**config.mk**
```make
export PLATFORM = sky130hd
export DESIGN_NAME = rx_match_strip
export DESIGN_NICKNAME = d
export VERILOG_FILES = /design/src/rtl/rxcr_pkg.sv /design/src/rtl/rxcr_cfg.sv /design/src/rtl/rxcr_match.sv /design/src/rtl/rxcr_state.sv /design/src/rtl/rx_match_strip.sv
export SDC_FILE = /design/constraint.sdc
export NUM_CORES = 1
export LEC_CHECK = 0
export BUFFER_PORTS_ARGS = -buffer_cell sky130_fd_sc_hd__buf_2
export CORE_MARGIN = 2
export CORE_UTILIZATION = 40
export CTS_BUF_LIST = sky130_fd_sc_hd__clkbuf_16
export DETAILED_ROUTE_END_ITERATION = 10
export SLEW_MARGIN = 20
export SYNTH_ARGS = -nofsm -noshare
export SYNTH_HDL_FRONTEND = slang
export SYNTH_HIERARCHICAL = 1
export SYNTH_SLANG_ARGS = --single-unit
```
**constraint.sdc**
```tcl
create_clock -name clk -period 2.1 [get_ports clk]
set_input_delay 0.105 -clock clk [delete_from_list [all_inputs] [get_ports clk]]
set_output_delay 0.105 -clock clk [all_outputs]
set_load 0.02 [all_outputs]
```
**src/rtl/rxcr_pkg.sv**
```systemverilog
package rxcr_pkg;
  localparam int N_CHR   = 3;
  localparam int IDX_ON  = 0;
  localparam int IDX_OFF = 1;
  localparam int IDX_ADR = 2;

  localparam logic [7:0] DEF_ON_CHR  = 8'h11;
  localparam logic [7:0] DEF_OFF_CHR = 8'h13;
  localparam logic [7:0] DEF_ADR_CHR = 8'h00;

  typedef enum logic [1:0] {
    SEL_ON   = 2'd0,
    SEL_OFF  = 2'd1,
    SEL_ADR  = 2'd2,
    SEL_MODE = 2'd3
  } cfg_sel_e;

  typedef enum logic [1:0] {
    STRIP_NONE = 2'd0,
    STRIP_FLOW = 2'd1,
    STRIP_WAKE = 2'd2,
    STRIP_ALL  = 2'd3
  } strip_e;

  // mode register layout: [5:3] irq enables, [2] multi-drop, [1:0] strip
  typedef struct packed {
    logic [N_CHR-1:0] irq_en;
    logic             multidrop;
    strip_e           strip;
  } mode_t;
endpackage

```
**src/rtl/rxcr_cfg.sv**
```systemverilog
module rxcr_cfg
  import rxcr_pkg::*;
#(
  parameter int CHAR_W = 8
) (
  input  logic                          clk,
  input  logic                          rst,
  input  logic                          cfg_we,
  input  logic [1:0]                    cfg_sel,
  input  logic [CHAR_W-1:0]             cfg_wdata,
  output logic [N_CHR-1:0][CHAR_W-1:0]  chr_q,
  output mode_t                         mode_q,
  output logic                          mode_wr,
  output logic                          soft_rst
);
  localparam int MODE_W = $bits(mode_t);

  logic unused_cfg_bits;
  assign unused_cfg_bits = ^cfg_wdata[CHAR_W-2:MODE_W];

  always_comb begin
    mode_wr  = cfg_we && (cfg_sel == SEL_MODE);
    soft_rst = mode_wr && cfg_wdata[CHAR_W-1];
  end

  always_ff @(posedge clk) begin
    if (rst || soft_rst) begin
      chr_q[IDX_ON]  <= CHAR_W'(DEF_ON_CHR);
      chr_q[IDX_OFF] <= CHAR_W'(DEF_OFF_CHR);
      chr_q[IDX_ADR] <= CHAR_W'(DEF_ADR_CHR);
      mode_q         <= '0;
    end else if (cfg_we) begin
      case (cfg_sel)
        SEL_ON:  chr_q[IDX_ON]  <= cfg_wdata;
        SEL_OFF: chr_q[IDX_OFF] <= cfg_wdata;
        SEL_ADR: chr_q[IDX_ADR] <= cfg_wdata;
        default: mode_q         <= mode_t'(cfg_wdata[MODE_W-1:0]);
      endcase
    end
  end
endmodule

```
**src/rtl/rxcr_match.sv**
```systemverilog
module rxcr_match
  import rxcr_pkg::*;
#(
  parameter int CHAR_W = 8
) (
  input  logic [CHAR_W-1:0]             rx_data,
  input  logic [N_CHR-1:0][CHAR_W-1:0]  chr,
  input  strip_e                        strip,
  output logic [N_CHR-1:0]              hit,
  output logic                          strip_hit
);
  logic [N_CHR-1:0] strip_mask;

  for (genvar g = 0; g < N_CHR; g++) begin : g_cmp
    // strip bit 0 covers the flow-control characters, bit 1 the address one
    localparam int SBIT = (g == IDX_ADR) ? 1 : 0;
    assign hit[g]        = (rx_data == chr[g]);
    assign strip_mask[g] = strip[SBIT];
  end

  assign strip_hit = |(hit & strip_mask);
endmodule

```
**src/rtl/rxcr_state.sv**
```systemverilog
module rxcr_state
  import rxcr_pkg::*;
(
  input  logic             clk,
  input  logic             rst,
  input  logic             soft_rst,
  input  logic             mode_wr,
  input  logic             rx_valid,
  input  logic [N_CHR-1:0] hit,
  input  logic             stat_rd,
  input  logic [N_CHR-1:0] irq_en,
  input  logic             multidrop,
  input  logic             tx_boundary,
  output logic             wake_ok,
  output logic [N_CHR-1:0] stat_q,
  output logic             isr_q,
  output logic             irq_q,
  output logic             tx_halt_q,
  output logic             awake_q
);
  logic [N_CHR-1:0] hit_v, stat_nxt;
  logic             halt_req_q, halt_nxt, awake_nxt;

  always_comb begin
    hit_v    = rx_valid ? hit : '0;
    stat_nxt = (stat_rd ? '0 : stat_q) | hit_v;
    if (hit_v[IDX_OFF])     halt_nxt = 1'b1;
    else if (hit_v[IDX_ON]) halt_nxt = 1'b0;
    else                    halt_nxt = halt_req_q;
    awake_nxt = mode_wr ? 1'b0 : (awake_q | hit_v[IDX_ADR]);
    wake_ok   = !multidrop || awake_q || hit[IDX_ADR];
  end

  always_ff @(posedge clk) begin
    if (rst || soft_rst) begin
      stat_q     <= '0;
      isr_q      <= 1'b0;
      irq_q      <= 1'b0;
      halt_req_q <= 1'b0;
      tx_halt_q  <= 1'b0;
      awake_q    <= 1'b0;
    end else begin
      stat_q     <= stat_nxt;
      isr_q      <= |stat_nxt;
      irq_q      <= |(stat_nxt & irq_en);
      halt_req_q <= halt_nxt;
      if (tx_boundary) tx_halt_q <= halt_nxt;
      awake_q    <= awake_nxt;
    end
  end

  p_read_clears_r4: assert property (@(posedge clk) disable iff (rst)
    (stat_rd && !rx_valid && !soft_rst) |=> (stat_q == '0));
  p_set_wins_r4: assert property (@(posedge clk) disable iff (rst)
    (rx_valid && hit[IDX_OFF] && !soft_rst) |=> stat_q[IDX_OFF]);
  p_stop_halts_r9: assert property (@(posedge clk) disable iff (rst)
    (rx_valid && hit[IDX_OFF] && !soft_rst) |=> halt_req_q);
  p_halt_boundary_r10: assert property (@(posedge clk) disable iff (rst)
    (!tx_boundary && !soft_rst) |=> $stable(tx_halt_q));
  p_irq_needs_isr_r5: assert property (@(posedge clk) disable iff (rst)
    irq_q |-> isr_q);
  p_addr_wakes_r11: assert property (@(posedge clk) disable iff (rst)
    (rx_valid && hit[IDX_ADR] && !mode_wr) |=> awake_q);
endmodule

```
**src/rtl/rx_match_strip.sv**
```systemverilog
module rx_match_strip
  import rxcr_pkg::*;
#(
  parameter int CHAR_W = 8
) (
  input  logic              clk,
  input  logic              rst,
  input  logic              rx_valid,
  input  logic [CHAR_W-1:0] rx_data,
  input  logic              rx_err,
  input  logic              cfg_we,
  input  logic [1:0]        cfg_sel,
  input  logic [CHAR_W-1:0] cfg_wdata,
  input  logic              stat_rd,
  input  logic              tx_boundary,
  output logic              fifo_we,
  output logic [CHAR_W-1:0] fifo_data,
  output logic              fifo_err,
  output logic [2:0]        recog_stat,
  output logic              isr_recog,
  output logic              irq,
  output logic              tx_halt,
  output logic              awake
);
  logic [N_CHR-1:0][CHAR_W-1:0] chr_q;
  mode_t                        mode_q;
  logic                         mode_wr, soft_rst;
  logic [N_CHR-1:0]             hit;
  logic                         strip_hit, wake_ok, keep;

  rxcr_cfg #(.CHAR_W(CHAR_W)) u_cfg (
    .clk(clk), .rst(rst), .cfg_we(cfg_we), .cfg_sel(cfg_sel),
    .cfg_wdata(cfg_wdata), .chr_q(chr_q), .mode_q(mode_q),
    .mode_wr(mode_wr), .soft_rst(soft_rst)
  );

  rxcr_match #(.CHAR_W(CHAR_W)) u_match (
    .rx_data(rx_data), .chr(chr_q), .strip(mode_q.strip),
    .hit(hit), .strip_hit(strip_hit)
  );

  rxcr_state u_state (
    .clk(clk), .rst(rst), .soft_rst(soft_rst), .mode_wr(mode_wr),
    .rx_valid(rx_valid), .hit(hit), .stat_rd(stat_rd),
    .irq_en(mode_q.irq_en), .multidrop(mode_q.multidrop),
    .tx_boundary(tx_boundary), .wake_ok(wake_ok), .stat_q(recog_stat),
    .isr_q(isr_recog), .irq_q(irq), .tx_halt_q(tx_halt), .awake_q(awake)
  );

  // an errored character is never discarded by stripping
  assign keep = wake_ok && !(strip_hit && !rx_err);

  always_ff @(posedge clk) begin
    if (rst || soft_rst) begin
      fifo_we   <= 1'b0;
      fifo_data <= '0;
      fifo_err  <= 1'b0;
    end else begin
      fifo_we <= rx_valid && keep;
      if (rx_valid) begin
        fifo_data <= rx_data;
        fifo_err  <= rx_err;
      end
    end
  end

  p_err_kept_r8: assert property (@(posedge clk) disable iff (rst)
    (rx_valid && rx_err && wake_ok && !soft_rst) |=> fifo_we);
  p_no_spurious_write_r6: assert property (@(posedge clk) disable iff (rst)
    !rx_valid |=> !fifo_we);
  p_asleep_blocks_r11: assert property (@(posedge clk) disable iff (rst)
    (rx_valid && mode_q.multidrop && !awake && !hit[IDX_ADR]) |=> !fifo_we);
  p_soft_reset_r12: assert property (@(posedge clk) disable iff (rst)
    soft_rst |=> (!fifo_we && !tx_halt && !awake && recog_stat == '0));
endmodule

```
==> flow_summary_export.csv, run 1 <==
group,metric,value,unit
critical_path,path_max_fanout,5,
global_routing,met1_usage,22.18,%
min_path,hold_end,"u_state/tx_halt_q",
routing,antenna_left,0,
clocking,cts_buffers,5,
sta,finalMaxSlewViolations,0,
die,fp.dieH,76.49,um
routing,wl_per_cell,13.23,um
critical_path,critical_path.startpoint_type,"flip-flop",
min_path,hold_path_class,"in2reg",
routing,wl,4286,um
critical_path,reg2reg_to,"u_state/irq_q",
yosys,synth_common_cells,"dfxtp_1 (48), mux2i_1 (33), nor2_1 (32), xnor2_1 (24), nand2_1 (23)",
yosys,synth_area,0.002102,mm2
pwr,total_power,0.002046,W
clocking,hold_buffers,0,
yosys,syn_inst,212,
finish,areaGrowthSynthToFinish,18.51,%
placement,port_buffers,41,
die,die_area,0.005851,mm2
status,status,"complete, no violations",
clocking,clk_latency,280,ps
routing,vias,1538,
clocking,clock_sinks,48,
global_routing,antenna_found_initial,0,
critical_path,worst-setup-path-type,"reg2reg",
die,io_pins,42,
yosys,synth_edf_count,0,
yosys,synth-async-reset-ratio,0,%
min_path,hold_depth,2,
yosys,yosysWarnings,6,
die,coreArea,0.005075,mm2
pwr,ir_worst_vdd,0.2904,mV
sta,rsz0062_at_grt,"false",
finish,nets,278,
yosys,ys.flop_type,"dfxtp_1",
clocking,clockBufferDepth,2,
yosys,synth.most_common_cell,"dfxtp_1",
die,fp-row-count,26,
routing,drc,0,
routing,viasPerCell,4.747,
clocking,clockRootBuffer,"clkbuf_16",
critical_path,r2r_cells,6,
routing,drt_iter0_drc,81,
clocking,cts_tree,"yes",
clocking,postCtsSetupBuffers,0,
clocking,h-tree-depth,2,
placement,dp_hpwl,3255,um
finish,drive_gt1_share,24.41,%
global_routing,grt_first_pass_wirelength,7251,um
global_routing,grtUsageMet3,3.318,%
sta,clock-skew-final,5.227,ps
critical_path,startpoint,"u_cfg/chr_q[16]",
sta,hold_viol_final,0,
clocking,clk_pin_slew,60,ps
die,start_util,41.42,%
global_routing,grt-busiest-layer,"met2",
critical_path,worst-endpoint-arrival,1630,ps
finish,antenna_cells,0,
sta,fin_tns_setup,0,ps
global_routing,grt_use_total,15.94,%
finish,fillerInstances,511,
flow_run,max-cap-violations,0,
critical_path,worstReg2RegStart,"u_cfg/chr_q[16]",
sta,report.final.setup_viol,0,
sta,max_slew_margin,59.39,%
critical_path,worst_setup_path_end_kind,"flip-flop",
yosys,synth.area.top_cells,"dfxtp_1 (46%), mux2i_1 (16%), xnor2_1 (10%)",
pwr,power-per-cell-area,821.3,mW/mm2
placement,routabilityCongestion,0.7956,
yosys,synth_top_area_share,45.71,%
yosys,ys_ff_latch,48,
sta,worst_pin_slew,607.3,ps
pwr,p_leak,1.079,nW
clocking,cts_resized,0,
global_routing,grt_use_met2,23.45,%
sta,fin_crit_sh,66.76,%
routing,drtPass1Iterations,5,
yosys,synth_nets,237,
min_path,worstHoldStart,"tx_boundary",
yosys,ys_seq_area_share,45.71,%
global_routing,grt_pass1_vias,1445,
global_routing,grt_max_degree,26,
sta,max_clock_freq,713.3,MHz
global_routing,gr-total-overflow,0,
yosys,synth.distinct_cells,32,
sta,finalCriticalPeriod,1402,ps
critical_path,rrSetupSlack,700,ps
yosys,syn_area_per_cell,9.915,um2
yosys,yosysTopAreaCell,"dfxtp_1",
critical_path,worstPathRequired,2330,ps
die,die-width,76.49,um
## where the power goes
| group | total (W) | internal [W] | switching (W) |
|---|---|---|---|
| clock | 0.000871 | 0.000555 | 0.000316 |
| combinational | 0.000216 | 0.0000926 | 0.000124 |
| sequential | 0.000959 | 0.000942 | 0.0000168 |
## registers in the layout, indices dropped and copies added (netlist names)
signal	cells
fifo_we	1
fifo_err	1
u_state/awake_q	1
u_cfg/chr_q	24
u_state/stat_q	3
u_cfg/mode_q	6
u_state/irq_q	1
u_state/isr_q	1
fifo_data	8
u_state/tx_halt_q	1
u_state/halt_req_q	1
## layout make-up
| cell class | count | area (um2) | area share, % |
|---|---|---|---|
| multi-input combinational | 154 | 1056 | 42.39 |
| sequential | 48 | 960.9 | 38.57 |
| timing repair buffer | 42 | 212.7 | 8.538 |
| clock buffer | 5 | 125.1 | 5.023 |
| tap | 70 | 87.58 | 3.516 |
| clock inverter | 3 | 38.79 | 1.557 |
| inverter | 2 | 10.01 | 0.4018 |
## worst max-delay path, cell delays in order, from the launching register on
cell and delay [ps]:
dfxtp_1 340, xnor2_1 120, nand4_1 140, nor2_1 270
nand2_1 140, a211oi_2 210, a221o_1 130
## layout by cell type (no fill, tap or decap), types with 3 or more instances in the layout
cell type | netlist | layout
xnor2_1 | 24 | 24
nor2_1 | 32 | 32
clkbuf_16 | 0 | 5
a21oi_2 | 3 | 3
dfxtp_1 | 48 | 48
nand4_1 | 6 | 6
nand2_1 | 23 | 23
a21oi_1 | 8 | 8
mux2i_1 | 33 | 33
buf_2 | 0 | 41
## routing by layer
metal	up-vias	share of wire (%)
met3	5	4.6
met1	701	51
met4	0	1.7
met5	-	0
met2	38	43
li1	794	-
## stage by stage
| stage | setup slack (ps) | utilization (%) | instance area, um2 | instances | hold WS, ps |
|---|---|---|---|---|---|
| after CTS | 673.0 | 49.09 | 2491 | 324 | 17.06 |
| after global routing | 492.1 | 49.09 | 2491 | 324 | 26.86 |
| after floorplan | 870.3 | - | 2102 | 212 | 198.7 |
| after global placement | 661.1 | 45.86 | 2327 | 316 | 315.3 |
| final | 698.1 | 49.09 | 2491 | 324 | 20.77 |
| after detailed placement | 647.1 | 45.86 | 2327 | 316 | 314.4 |
## cells by family (layout without fill, tap and decap cells)
kind of cell    Yosys count  count (layout)  synth area share [%]
simple gates             78              78                 17.92
flops                    48              48                 45.71
mux                      33              33                 15.71
xor+xnor                 24              24                 10.00
compound gates           19              19                 6.607
buf+inv                  10              52                 4.048
## worst max-delay path by stage
stage	cells after the start	slack, ps	to
after detailed placement	7	650	u_state/irq_q
after CTS	6	670	u_state/irq_q
after global routing	6	490	u_state/tx_halt_q
final	6	700	u_state/irq_q
after floorplan	6	870	fifo_we
after global placement	7	660	u_state/irq_q
Power figures use the tool's default switching activity.
==> run 2, diff against run 1 <==
==> constraint.sdc (replaced) <==
create_clock -name clk -period 1.2 [get_ports clk]
set_input_delay 0.06 -clock clk [delete_from_list [all_inputs] [get_ports clk]]
set_output_delay 0.06 -clock clk [all_outputs]
set_load 0.02 [all_outputs]
==> run 2 against run 1 <==
- the run now ends with setup timing left
- core utilization up 4.7 points
- flip-flop and latch count unchanged
- sequential share of layout area shrank 2.6 points
- register-to-register slack got worse by 820 ps
- count of clock-buffer cells in the layout is the same
- largest power group unchanged
==> flow_summary_export.csv, run 2 (same netlist as run 1, synthesis figures left out) <==
group,metric,value,unit
pwr,ir_worst_vdd,0.5703,mV
pwr,p_clk_share,38.1,%
sta,finalMaxSlewViolations,0,
routing,drtPass1Iterations,4,
die,die_area,0.005851,mm2
die,coreArea,0.005075,mm2
pwr,power-per-cell-area,1268,mW/mm2
clocking,postCtsSetupBuffers,0,
routing,wl_per_cell,13.73,um
die,die-width,76.49,um
sta,report.final.setup_viol,5,
global_routing,antenna_found_initial,0,
clocking,cts_tree,"yes",
routing,drt_iter0_drc,92,
finish,fillerInstances,507,
clocking,cts_buffers,5,
pwr,p_leak,1.199,nW
critical_path,worst_setup_path_end_kind,"flip-flop",
critical_path,path_max_fanout,3,
status,violations,"setup timing",
die,fp-row-count,26,
sta,worst_pin_slew,384.9,ps
routing,antenna_left,0,
pwr,p_switching,0.0008364,W
finish,final_cell_mix,"buf_2 (41), mux2i_1 (33), dfxtp_1 (32)",
pwr,p_seq_share,48.7,%
finish,nets,293,
global_routing,grt_pass1_vias,1635,
sta,max_slew_margin,74.34,%
finish,largest_reg_flops,24,
routing,vias,1630,
min_path,hold_path_class,"in2reg",
critical_path,worst-endpoint-arrival,1500,ps
placement,preCtsSetupSlack,-183.2,ps
sta,clock-skew-final,8.386,ps
flow_run,max-cap-violations,0,
sta,hold_viol_final,0,
clocking,h-tree-depth,2,
global_routing,grt_use_total,17.51,%
finish,largest_register,"u_cfg/chr_q",
status,status,"complete, but fails checks",
pwr,p_sw_share,24.19,%
finish,reg_top3,"u_cfg/chr_q (24), fifo_data (8), u_cfg/mode_q (6)",
placement,dp_hpwl,3395,um
global_routing,gr-total-overflow,0,
finish,stdcell_area,0.002728,mm2
critical_path,critical_path.startpoint_type,"flip-flop",
placement,place_area,0.002450,mm2
placement,routabilityCongestion,0.7463,
sta,fin_crit_sh,110.4,%
global_routing,grt_first_pass_wirelength,8093,um
finish,antenna_cells,0,
die,io_pins,42,
die,fp.dieH,76.49,um
clocking,clockRootBuffer,"clkbuf_16",
sta,setup_ws,-124.4,ps
clocking,clk_latency,280,ps
clocking,clk_pin_slew,60,ps
finish,areaGrowthSynthToFinish,29.76,%
sta,max_clock_freq,755.0,MHz
finish,drive_gt1_share,40.52,%
finish,layout.cells.most_common,"buf_2",
clocking,clockBufferDepth,2,
finish,multiInputGateArea,0.001169,mm2
global_routing,grt_max_degree,26,
routing,wl,4653,um
placement,port_buffers,41,
pwr,combPwrFrac,13.1,%
critical_path,worst-setup-path-type,"reg2reg",
critical_path,worstPathRequired,1370,ps
die,start_util,41.42,%
sta,finalCriticalPeriod,1324,ps
routing,viasPerCell,4.808,
clocking,clock_sinks,48,
pwr,p_int,0.002622,W
finish,seq_area,980.9,um2
sta,rsz0062_at_grt,"true",
routing,drc,0,
## run 2: stage by stage
stage	power, W	util (%)	hold slack [ps]	setup TNS (ps)	cells
6_report	0.003458	53.75	43.15	-489.6	339
5_1_grt	0.003623	53.75	61.51	-949.5	339
4_1_cts	0.003463	52.59	41.25	-384.2	339
3_5_place_dp	0.002137	48.27	254.7	-672.4	330
3_3_place_gp	0.002133	48.27	260.3	-672.0	330
2_1_floorplan	0.001968	-	153.7	0	212
## run 2: path summary, 6_finish.rpt
check,slack [ps],end,depth (start not counted),startpoint
max reg2reg,-120,u_state/irq_q,6,u_cfg/chr_q[5]
max,-120,u_state/irq_q,6,u_cfg/chr_q[5]
min,40,fifo_we,3,rx_err
min reg2reg,460,u_cfg/mode_q[5],2,u_cfg/mode_q[5]
## run 2: worst max-delay path: stages, from the launching register on
cell     delay, ps
dfxtp_2        340
xnor2_2        120
nand4_1        180
nor2_4          60
nand2_2        100
a21oi_2         70
a221o_1        340
## run 2: timing repair
item	in CTS	in global routing
hold buffers	1	0
gates resized for setup	22	14
hold endpoints to repair	1	0
pin swaps	20	9
setup endpoints to repair	7	9
## run 2: power by group through the flow
stage	registers [W]	clock network, W	logic [W]
after floorplan	0.00174	0	0.000231
after global placement	0.00171	0	0.000420
after detailed placement	0.00171	0	0.000423
after CTS	0.00168	0.00134	0.000441
after global routing	0.00169	0.00144	0.000489
final	0.00169	0.00132	0.000454
## run 2: layout make-up
cell class	count	area share, %
multi-input cells	154	42.84
clock inverters	3	0.5505
well taps	70	3.211
flip-flops and latches	48	35.96
clock buffers	5	4.587
repair buffers	57	12.48
inverters	2	0.3670
## run 2: metal layers
| metal | track usage (%) | up-vias | share of wire, % |
|---|---|---|---|
| met3 | 3.910 | 5 | 4.4 |
| met4 | 7.273 | 0 | 1.1 |
| met5 | 0 | - | 0 |
| met2 | 26.81 | 44 | 46 |
| met1 | 23.85 | 755 | 49 |
| li1 | - | 826 | - |
==> run 3, diff against run 2 <==
--- a/config.mk
+++ b/config.mk
@@ -10,6 +10,7 @@
 export CORE_UTILIZATION = 40
 export CTS_BUF_LIST = sky130_fd_sc_hd__clkbuf_16
 export DETAILED_ROUTE_END_ITERATION = 10
+export SETUP_SLACK_MARGIN = 0.1
 export SLEW_MARGIN = 20
 export SYNTH_ARGS = -nofsm -noshare
 export SYNTH_HDL_FRONTEND = slang
==> run 3 against run 2 <==
- the flow still finishes with violations (setup timing)
- global-route usage fell by 0.70 points
- die area stayed put
- routed wire length up 1.6%
- register-to-register slack worse by 20 ps
- sequential power barely moved
- core utilization rose by 1.1 points
- maximum frequency fell by 1.7%
- critical endpoint is now u_state/isr_q
==> flow_summary_export.csv, run 3 (same netlist as run 1, synthesis figures left out) <==
group,metric,value,unit
status,status,"complete, but fails checks",
status,violations,"setup timing",
die,io_pins,42,
clocking,cts_buffers,5,
pwr,p_leak,1.234,nW
sta,max_slew_margin,76.77,%
critical_path,worst-endpoint-arrival,1530,ps
die,coreArea,0.005075,mm2
clocking,clock_sinks,48,
pwr,ir_worst_vdd,0.5639,mV
finish,largest_reg_flops,24,
finish,largest_register,"u_cfg/chr_q",
placement,preCtsSetupSlack,-154.0,ps
sta,setup_ws,-147.8,ps
die,fp-row-count,26,
routing,drtPass1Iterations,4,
min_path,hold_path_class,"in2reg",
clocking,clk_pin_slew,60,ps
finish,reg_top3,"u_cfg/chr_q (24), fifo_data (8), u_cfg/mode_q (6)",
global_routing,grt_max_degree,26,
global_routing,gr-total-overflow,0,
routing,vias,1637,
clocking,cts_tree,"yes",
placement,dp_hpwl,3502,um
sta,worst_pin_slew,348.4,ps
clocking,clockRootBuffer,"clkbuf_16",
critical_path,path_max_fanout,5,
die,start_util,41.42,%
sta,hold_viol_final,0,
global_routing,grt_use_total,16.81,%
die,die_area,0.005851,mm2
routing,antenna_left,0,
sta,fin_crit_sh,112.3,%
routing,drt_iter0_drc,50,
sta,finalMaxSlewViolations,0,
sta,rsz0062_at_grt,"true",
sta,max_clock_freq,742.0,MHz
critical_path,worst-setup-path-type,"reg2reg",
finish,layout.cells.most_common,"buf_2",
routing,drc,0,
clocking,clockBufferDepth,2,
global_routing,grt_pass1_vias,1590,
routing,wl,4727,um
finish,final_util,54.88,%
sta,finalCriticalPeriod,1348,ps
die,die-width,76.49,um
critical_path,worst_setup_path_end_kind,"flip-flop",
finish,areaGrowthSynthToFinish,32.50,%
pwr,total_power,0.003426,W
flow_run,max-cap-violations,0,
global_routing,grt_first_pass_wirelength,7797,um
placement,routabilityCongestion,0.7783,
finish,nets,299,
pwr,power-per-cell-area,1230,mW/mm2
sta,clock-skew-final,3.401,ps
routing,wl_per_cell,13.74,um
clocking,h-tree-depth,2,
sta,report.final.setup_viol,5,
placement,port_buffers,41,
finish,antenna_cells,0,
clocking,clk_latency,280,ps
routing,viasPerCell,4.759,
global_routing,antenna_found_initial,0,
critical_path,worstPathRequired,1380,ps
finish,drive_gt1_share,43.80,%
die,fp.dieH,76.49,um
finish,final_cell_mix,"buf_2 (41), mux2i_1 (33), nor2_1 (31)",
finish,fillerInstances,482,
critical_path,critical_path.startpoint_type,"flip-flop",
[run 3: layout make-up]
type	count	area (um2)	share of cell area [%]
inverter	2	10.01	0.3594
sequential	48	985.9	35.40
clock inverter	2	8.758	0.3145
clock buffer	5	125.1	4.492
multi-input combinational	154	1182	42.45
tap	70	87.58	3.145
timing repair buffer	63	385.4	13.84
[run 3: timing repair]
item,in CTS,in global routing
gates resized for setup,22,13
hold buffers,1,0
buffers inserted,3,1
endpoints found under the setup margin,9,9
endpoints found under the hold margin,1,0
pin swaps,19,8
[run 3: per-layer routing]
metal	track usage (%)	wire, um	vias to the layer above
li1	-	-	831
met1	22.33	2304	757
met2	27.08	2160	45
met3	4.147	224	4
met4	4.909	38	0
met5	0	0	-
[run 3: worst paths after layout]
check	start	to	slack, ps	depth (start not counted)
max	u_cfg/chr_q[16]	u_state/isr_q	-150	7
min reg2reg	u_cfg/mode_q[3]	u_cfg/mode_q[3]	460	2
min	cfg_wdata[6]	u_cfg/chr_q[14]	40	3
max reg2reg	u_cfg/chr_q[16]	u_state/isr_q	-150	7
[run 3: critical path, cell delays in order, from the launching register on]
cell and delay [ps]:
dfxtp_2 330, xnor2_2 130, nand4_1 160, nor2_4 80, buf_4 140, o31ai_4 220
o21a_1 160, nor2_1 40
[run 3: report_power, final]
part	switching (W)	internal (W)
clock	0.000532	0.000748
combinational	0.000242	0.000218
sequential	0.0000330	0.00165
[run 3: metrics by stage]
stage	setup TNS, ps	instances	instance area (um2)	hold WS, ps
6_report	-523.2	344	2785	42.71
3_3_place_gp	-513.5	332	2472	265.4
5_1_grt	-911.9	344	2785	68.25
2_1_floorplan	0	212	2115	158.1
3_5_place_dp	-505.7	332	2472	262.2
4_1_cts	-511.9	343	2720	42.57
